[src/rtl/dli_pkg.sv]
package dli_pkg;
    localparam int ADDR_W = 6;

    typedef enum logic [1:0] {
        NEST_EMPTY,
        NEST_MID,
        NEST_FULL
    } nest_state_e;

    localparam logic [ADDR_W-1:0] A_ENABLE = 6'h00;
    localparam logic [ADDR_W-1:0] A_ROUTE  = 6'h01;
    localparam logic [ADDR_W-1:0] A_SWSET  = 6'h02;
    localparam logic [ADDR_W-1:0] A_SWCLR  = 6'h03;
    localparam logic [ADDR_W-1:0] A_RAW    = 6'h04;
    localparam logic [ADDR_W-1:0] A_FVEC   = 6'h08;
    localparam logic [ADDR_W-1:0] A_NVEC   = 6'h09;
    localparam logic [ADDR_W-1:0] A_FEOI   = 6'h0A;
    localparam logic [ADDR_W-1:0] A_NEOI   = 6'h0B;
    localparam logic [ADDR_W-1:0] A_FTHR   = 6'h0C;
    localparam logic [ADDR_W-1:0] A_NTHR   = 6'h0D;
    localparam logic [ADDR_W-1:0] A_PRIO   = 6'h20;
endpackage

[src/rtl/dli_regs.sv]
module dli_regs
    import dli_pkg::*;
#(
    parameter int NSRC = 32,
    parameter int PW   = 4
) (
    input  logic              clk,
    input  logic              rst_n,
    input  logic              wr_i,
    input  logic [ADDR_W-1:0] addr_i,
    input  logic [31:0]       wdata_i,
    output logic [NSRC-1:0]   en_o,
    output logic [NSRC-1:0]   route_o,
    output logic [NSRC-1:0]   sw_o,
    output logic [NSRC*PW-1:0] prio_o
);
    always_ff @(posedge clk or negedge rst_n) begin
        if (!rst_n) begin
            en_o    <= '0;
            route_o <= '0;
            sw_o    <= '0;
        end else if (wr_i) begin
            unique case (addr_i)
                A_ENABLE: en_o    <= wdata_i[NSRC-1:0];
                A_ROUTE:  route_o <= wdata_i[NSRC-1:0];
                A_SWSET:  sw_o    <= sw_o | wdata_i[NSRC-1:0];
                A_SWCLR:  sw_o    <= sw_o & ~wdata_i[NSRC-1:0];
                default:  ;
            endcase
        end
    end

    always_ff @(posedge clk or negedge rst_n) begin
        if (!rst_n) begin
            prio_o <= '0;
        end else if (wr_i) begin
            for (int i = 0; i < NSRC; i++) begin
                if (addr_i == (A_PRIO | ADDR_W'(i)))
                    prio_o[i*PW +: PW] <= wdata_i[PW-1:0];
            end
        end
    end
endmodule

[src/rtl/dli_arb.sv]
module dli_arb #(
    parameter int NSRC     = 32,
    parameter int PW       = 4,
    parameter bit LINE_SEL = 1'b0,
    localparam int IDX_W   = $clog2(NSRC)
) (
    input  logic               clk,
    input  logic               rst_n,
    input  logic [NSRC-1:0]    pend_i,
    input  logic [NSRC-1:0]    en_i,
    input  logic [NSRC-1:0]    route_i,
    input  logic [NSRC*PW-1:0] prio_i,
    input  logic [PW-1:0]      thr_i,
    output logic               vld_o,
    output logic [IDX_W-1:0]   idx_o,
    output logic [PW-1:0]      prio_o
);
    logic             best_v;
    logic [IDX_W-1:0] best_i;
    logic [PW-1:0]    best_p;

    always_comb begin
        best_v = 1'b0;
        best_i = '0;
        best_p = '0;
        for (int i = 0; i < NSRC; i++) begin
            if (pend_i[i] && en_i[i] && (route_i[i] == LINE_SEL) &&
                (prio_i[i*PW +: PW] > thr_i) &&
                (!best_v || (prio_i[i*PW +: PW] > best_p))) begin
                best_v = 1'b1;
                best_i = IDX_W'(i);
                best_p = prio_i[i*PW +: PW];
            end
        end
    end

    always_ff @(posedge clk or negedge rst_n) begin
        if (!rst_n) begin
            vld_o  <= 1'b0;
            idx_o  <= '0;
            prio_o <= '0;
        end else begin
            vld_o  <= best_v;
            idx_o  <= best_i;
            prio_o <= best_p;
        end
    end
endmodule

[src/rtl/dli_nest.sv]
module dli_nest
    import dli_pkg::*;
#(
    parameter int PW    = 4,
    parameter int DEPTH = 4,
    localparam int CW   = $clog2(DEPTH + 1),
    localparam int IW   = $clog2(DEPTH)
) (
    input  logic        clk,
    input  logic        rst_n,
    input  logic        push_i,
    input  logic        pop_i,
    input  logic [PW-1:0] prio_i,
    output logic [PW-1:0] thr_o,
    output nest_state_e state_o
);
    nest_state_e     state_q, state_d;
    logic [CW-1:0]   depth_q;
    logic [PW-1:0]   stack_q [DEPTH];
    logic [PW-1:0]   thr_q;
    logic            do_push, do_pop;

    always_ff @(posedge clk or negedge rst_n) begin
        if (!rst_n) state_q <= NEST_EMPTY;
        else        state_q <= state_d;
    end

    always_comb begin
        state_d = state_q;
        do_push = 1'b0;
        do_pop  = 1'b0;
        unique case (state_q)
            NEST_EMPTY: begin
                if (push_i) begin
                    do_push = 1'b1;
                    state_d = NEST_MID;
                end
            end
            NEST_MID: begin
                if (push_i) begin
                    do_push = 1'b1;
                    if (depth_q == CW'(DEPTH - 1)) state_d = NEST_FULL;
                end else if (pop_i) begin
                    do_pop = 1'b1;
                    if (depth_q == CW'(1)) state_d = NEST_EMPTY;
                end
            end
            NEST_FULL: begin
                if (pop_i) begin
                    do_pop  = 1'b1;
                    state_d = NEST_MID;
                end
            end
            default: state_d = NEST_EMPTY;
        endcase
    end

    always_ff @(posedge clk or negedge rst_n) begin
        if (!rst_n) begin
            depth_q <= '0;
            thr_q   <= '0;
            for (int i = 0; i < DEPTH; i++) stack_q[i] <= '0;
        end else if (do_push) begin
            stack_q[depth_q[IW-1:0]] <= thr_q;
            thr_q   <= prio_i;
            depth_q <= depth_q + CW'(1);
        end else if (do_pop) begin
            thr_q   <= stack_q[IW'(depth_q - CW'(1))];
            depth_q <= depth_q - CW'(1);
        end
    end

    assign thr_o   = thr_q;
    assign state_o = state_q;
endmodule

[src/rtl/dli_top.sv]
module dli_top
    import dli_pkg::*;
#(
    parameter int NSRC  = 32,
    parameter int PW    = 4,
    parameter int DEPTH = 4,
    localparam int IDX_W = $clog2(NSRC)
) (
    input  logic              clk,
    input  logic              rst_n,
    input  logic [NSRC-1:0]   irq_i,
    input  logic              reg_wr,
    input  logic              reg_rd,
    input  logic [ADDR_W-1:0] reg_addr,
    input  logic [31:0]       reg_wdata,
    output logic [31:0]       reg_rdata,
    output logic              irq_fast_o,
    output logic              irq_norm_o,
    output logic [IDX_W-1:0]  vec_fast_o,
    output logic [IDX_W-1:0]  vec_norm_o
);
    logic [NSRC-1:0]    en, route, sw, pend;
    logic [NSRC*PW-1:0] prio;
    logic               vld_w   [2];
    logic [IDX_W-1:0]   idx_w   [2];
    logic [PW-1:0]      vprio_w [2];
    logic [PW-1:0]      thr_w   [2];
    nest_state_e        st_w    [2];

    dli_regs #(.NSRC(NSRC), .PW(PW)) u_regs (
        .clk(clk), .rst_n(rst_n), .wr_i(reg_wr), .addr_i(reg_addr),
        .wdata_i(reg_wdata), .en_o(en), .route_o(route), .sw_o(sw), .prio_o(prio)
    );

    assign pend = irq_i | sw;

    // line 0 = normal, line 1 = fast
    for (genvar l = 0; l < 2; l++) begin : g_line
        localparam logic [ADDR_W-1:0] VEC_A = (l == 1) ? A_FVEC : A_NVEC;
        localparam logic [ADDR_W-1:0] EOI_A = (l == 1) ? A_FEOI : A_NEOI;
        logic ack, eoi;
        assign ack = reg_rd && (reg_addr == VEC_A) && vld_w[l];
        assign eoi = reg_wr && (reg_addr == EOI_A);

        dli_arb #(.NSRC(NSRC), .PW(PW), .LINE_SEL(l == 1)) u_arb (
            .clk(clk), .rst_n(rst_n), .pend_i(pend), .en_i(en), .route_i(route),
            .prio_i(prio), .thr_i(thr_w[l]), .vld_o(vld_w[l]), .idx_o(idx_w[l]),
            .prio_o(vprio_w[l])
        );

        dli_nest #(.PW(PW), .DEPTH(DEPTH)) u_nest (
            .clk(clk), .rst_n(rst_n), .push_i(ack), .pop_i(eoi),
            .prio_i(vprio_w[l]), .thr_o(thr_w[l]), .state_o(st_w[l])
        );
    end

    assign irq_fast_o = vld_w[1];
    assign irq_norm_o = vld_w[0];
    assign vec_fast_o = idx_w[1];
    assign vec_norm_o = idx_w[0];

    function automatic logic [31:0] vec_word(input logic v, input logic [PW-1:0] p,
                                             input logic [IDX_W-1:0] ix);
        logic [31:0] w;
        w = '0;
        w[31] = v;
        w[8 +: PW] = p;
        w[IDX_W-1:0] = ix;
        return w;
    endfunction

    always_comb begin
        reg_rdata = '0;
        unique case (reg_addr)
            A_ENABLE: reg_rdata = 32'(en);
            A_ROUTE:  reg_rdata = 32'(route);
            A_SWSET,
            A_SWCLR:  reg_rdata = 32'(sw);
            A_RAW:    reg_rdata = 32'(pend);
            A_FVEC:   reg_rdata = vec_word(vld_w[1], vprio_w[1], idx_w[1]);
            A_NVEC:   reg_rdata = vec_word(vld_w[0], vprio_w[0], idx_w[0]);
            A_FTHR:   reg_rdata = 32'(thr_w[1]);
            A_NTHR:   reg_rdata = 32'(thr_w[0]);
            default: begin
                for (int i = 0; i < NSRC; i++)
                    if (reg_addr == (A_PRIO | ADDR_W'(i))) reg_rdata = 32'(prio[i*PW +: PW]);
            end
        endcase
    end
endmodule

[config.mk]
export PLATFORM = sky130hd
export DESIGN_NAME = dli_top
export DESIGN_NICKNAME = d
export VERILOG_FILES = /design/src/rtl/dli_pkg.sv /design/src/rtl/dli_regs.sv /design/src/rtl/dli_arb.sv /design/src/rtl/dli_nest.sv /design/src/rtl/dli_top.sv
export SDC_FILE = /design/constraint.sdc
export NUM_CORES = 1
export LEC_CHECK = 0
export ABC_AREA = 1
export BUFFER_PORTS_ARGS = -buffer_cell sky130_fd_sc_hd__buf_2
export CAP_MARGIN = 20
export CORE_MARGIN = 2
export CORE_UTILIZATION = 33
export CTS_BUF_LIST = sky130_fd_sc_hd__clkbuf_8
export DETAILED_ROUTE_END_ITERATION = 16
export SLEW_MARGIN = 20
export SYNTH_ARGS = -nofsm -noshare
export SYNTH_HDL_FRONTEND = slang
export SYNTH_SLANG_ARGS = --single-unit
[constraint.sdc]
create_clock -name clk -period 47.9 [get_ports clk]
set_input_delay 2.395 -clock clk [delete_from_list [all_inputs] [get_ports clk]]
set_output_delay 2.395 -clock clk [all_outputs]
set_load 0.01 [all_outputs]
==> results.yml <==
yosys:
  synthFlopType: "dfrtp_1"
  synth_cell_type_count: 57
  synth_mux_area_share_pct: 0.09481
  synth_top_area_cell: "dfrtp_1"
  synth.top_cell.area_share_pct: 23.23
  synth-adder-area-share_pct: 18.96
  synthTopCellsByArea: "dfrtp_1, ha_1, nand2_1, o21ai_0, inv_1"
  synth_area_per_cell_um2: 6.972
  synth_simple_gate_area_share_pct: 30.09
  ys_warn_count: 0
  synth_cells: 4543
  synth_compound_area_share_pct: 17.55
  synth_nets: 5097
  synth-seq-cells: 294
  synth_edf_count: 0
  synth_top_family_by_area: "simple AND/OR/NAND/NOR gates"
  synth_commonest_cells: "nand2_1, inv_1, o21ai_0"
  async_reset_ff_share_pct: 100.0
  synth_most_common_cell: "nand2_1"
  synth_area_mm2: 0.03167
  yosys.area_share.xor_xnor_pct: 0.1383
  synth_seq_area_share_pct: 23.23
worst_hold_path:
  min-delay-start: "g_line[0].u_nest.stack_q[11]"
  min_path_cells: 2
  hold_path_class: "flip-flop to flip-flop"
  whs_endpoint: "g_line[0].u_nest.stack_q[11]"
routing:
  drt_iter0_markers: 2797
  drtPass1Iterations: 6
  vias: 31030
  wl_per_cell_um: 18.24
  viasPerCell: 5.200
  drt-total-wl_um: 108800
  ant_nets: 0
  drcViolationCount: 0
power:
  ir_drop_mv: 0.02885
  p_clk_share_pct: 20.0
  pwr-share-seq_pct: 21.5
  p_sw_share_pct: 47.93
  p_leak_nw: 18.55
  p_comb_share_pct: 58.5
  p_int_uw: 840.7
  switchingPower_uw: 773.9
  p_per_area_mw_per_mm2: 46.45
global_routing:
  grt_max_degree: 95
  globalRouteMet3Util_pct: 3.767
  grt_util_met2_pct: 34.49
  grt.met1_usage_pct: 30.25
  antenna_found_initial: 11
  grt_busiest_layer: "met2"
  grt_first_pass_wirelength_um: 168200
  grt_pass1_vias: 28780
  grtUsageTotal_pct: 21.77
  overflow: 0
critical_path:
  path_max_fanout: 11
  worstSetupStartpointType: "input pin"
  worstSetupPathType: "input pin to flip-flop"
  required_ps: 48520
  timing.rr.end: "g_line[1].u_arb.idx_o[2]"
  cp_slowest_cell: "o21ai_0"
  crit_cells: 309
  max_stage_delay_ps: 400
  r2r_start: "g_line[1].u_nest.thr_o[1]"
  cp.arrival_ps: 39810
  worstRegToRegCells: 309
  r2r_slack_ps: 9160
  crit_top_cell: "nand2_1"
  cp-end-kind: "flip-flop"
  cp_num_buf_inv: 31
  cp_top_family: "simple AND/OR/NAND/NOR gates"
cts:
  cts_tree: "built"
  clock_path_buffers: 3
  clkLatencyLatePin_ps: 730
  clkTransAtPathRegs_ps: 70
  cts_root_buf: "clkbuf_8"
  ctsHoldBuffers: 0
  cts_resized: 0
  postCtsSetupBuffers: 0
  cts.sinks: 294
  htreeDepth: 2
  cts_inserted_buffers: 58
timing:
  fin_ws_ps: 8711
  hold_viol: 0
  finalSetupTns_ps: 0
  final_min_period_over_clock_period_pct: 81.81
  finalClockSkew_ps: 55.42
  worst_pin_slew_ps: 1054
  timing.fmax_mhz: 25.52
  final_max_slew_viol_count: 0
  rsz0062_at_grt: "no"
  max-slew-margin-rel_pct: 27.90
  setup_viol: 0
  finalCriticalPeriod_ps: 39190
floorplanning:
  num_io_pins: 118
  core_mm2: 0.09501
  die_area_mm2: 0.09848
  start_util_pct: 33.34
  die_x_um: 313.8
  die_y_um: 313.8
  row_count: 113
cells_and_area:
  areaGrowthSynthToFinish_pct: 9.749
  fin_util_pct: 36.59
  final_nets: 5205
  final_area_mm2: 0.03476
  drive_gt1_share_pct: 11.34
placed_design:
  dp_slack_ps: 8353
  placed_area_mm2: 0.03330
  hpwl_um: 81440
  place.gp.congestion: 0.9011
  port_buffers: 117
run:
  maxCapViolations: 0
outcome:
  status: "completed"
==> worst reg2reg max path, delay by kind of cell (launching register included) <==
kind,cells,cell delay [ps]
AOI/OAI and AO/OA,63,8310
adders and majority gates,32,10290
buffers and inverters,30,2340
DFF,1,400
and+or+nand+nor,184,17230
==> area by class of cell <==
cell class	count	area, µm²
sequential	294	7360
inverter	627	2356
clock buffer	74	1018
fill	10140	60250
clock inverter	34	439.2
antenna	2	5.005
timing repair buffer	144	802.0
multi-input combinational	3526	21200
tap	1265	1583
==> layout by cell type (no fill, tap or decap), types with 116 or more instances in the layout <==
master / Yosys / routed
nand2_1: 1139 / 1136
inv_1: 599 / 602
o21ai_0: 506 / 506
ha_1: 480 / 480
nor2_1: 301 / 298
dfrtp_1: 294 / 292
nand3_1: 264 / 264
a21oi_1: 144 / 144
nand2_2: 131 / 134
nand4_1: 116 / 116
buf_2: 0 / 116
==> logic make-up after synthesis <==
group                      count (synthesis)
and+or+nand+nor                         2103
AOI/OAI and AO/OA                        935
buffers and inverters                    723
adders and majority gates                480
DFF                                      294
xor gates and xnor gates                   5
muxes                                      3
==> power by group through the flow <==
stage / registers (mW) / clock network [mW] / logic, mW
2_1_floorplan: 0.323 / 0 / 0.745
3_3_place_gp: 0.350 / 0 / 0.914
3_5_place_dp: 0.350 / 0 / 0.934
4_1_cts: 0.346 / 0.329 / 0.939
5_1_grt: 0.353 / 0.339 / 1.09
6_report: 0.348 / 0.323 / 0.944
==> routing by layer <==
layer,share of wire (%),wire [µm]
met3,7.8,8539
met5,0.063,69
met1,45,49280
met4,2.8,3078
met2,44,47830
==> per-stage QoR <==
step                      std cells  total power, mW  hold slack, ps
after floorplan                4543            1.068           447.8
after global placement         5856            1.264           462.6
after detailed placement       5856            1.284           470.1
after CTS                      5964            1.615           484.4
after global routing           5964            1.784           499.4
final                          5966            1.615           477.5
==> worst max-delay path by stage <==
stage / endpoint / slack, ps / start
2_1_floorplan: g_line[0].u_arb.idx_o[2] / 13320 / irq_i[0]
3_3_place_gp: g_line[1].u_arb.idx_o[2] / 8760 / irq_i[0]
3_5_place_dp: g_line[1].u_arb.idx_o[2] / 8350 / irq_i[0]
4_1_cts: g_line[1].u_arb.idx_o[2] / 8970 / irq_i[0]
5_1_grt: g_line[1].u_arb.idx_o[2] / 3860 / irq_i[0]
6_report: g_line[1].u_arb.idx_o[2] / 8710 / irq_i[0]
(Power assumes the default switching activity.)
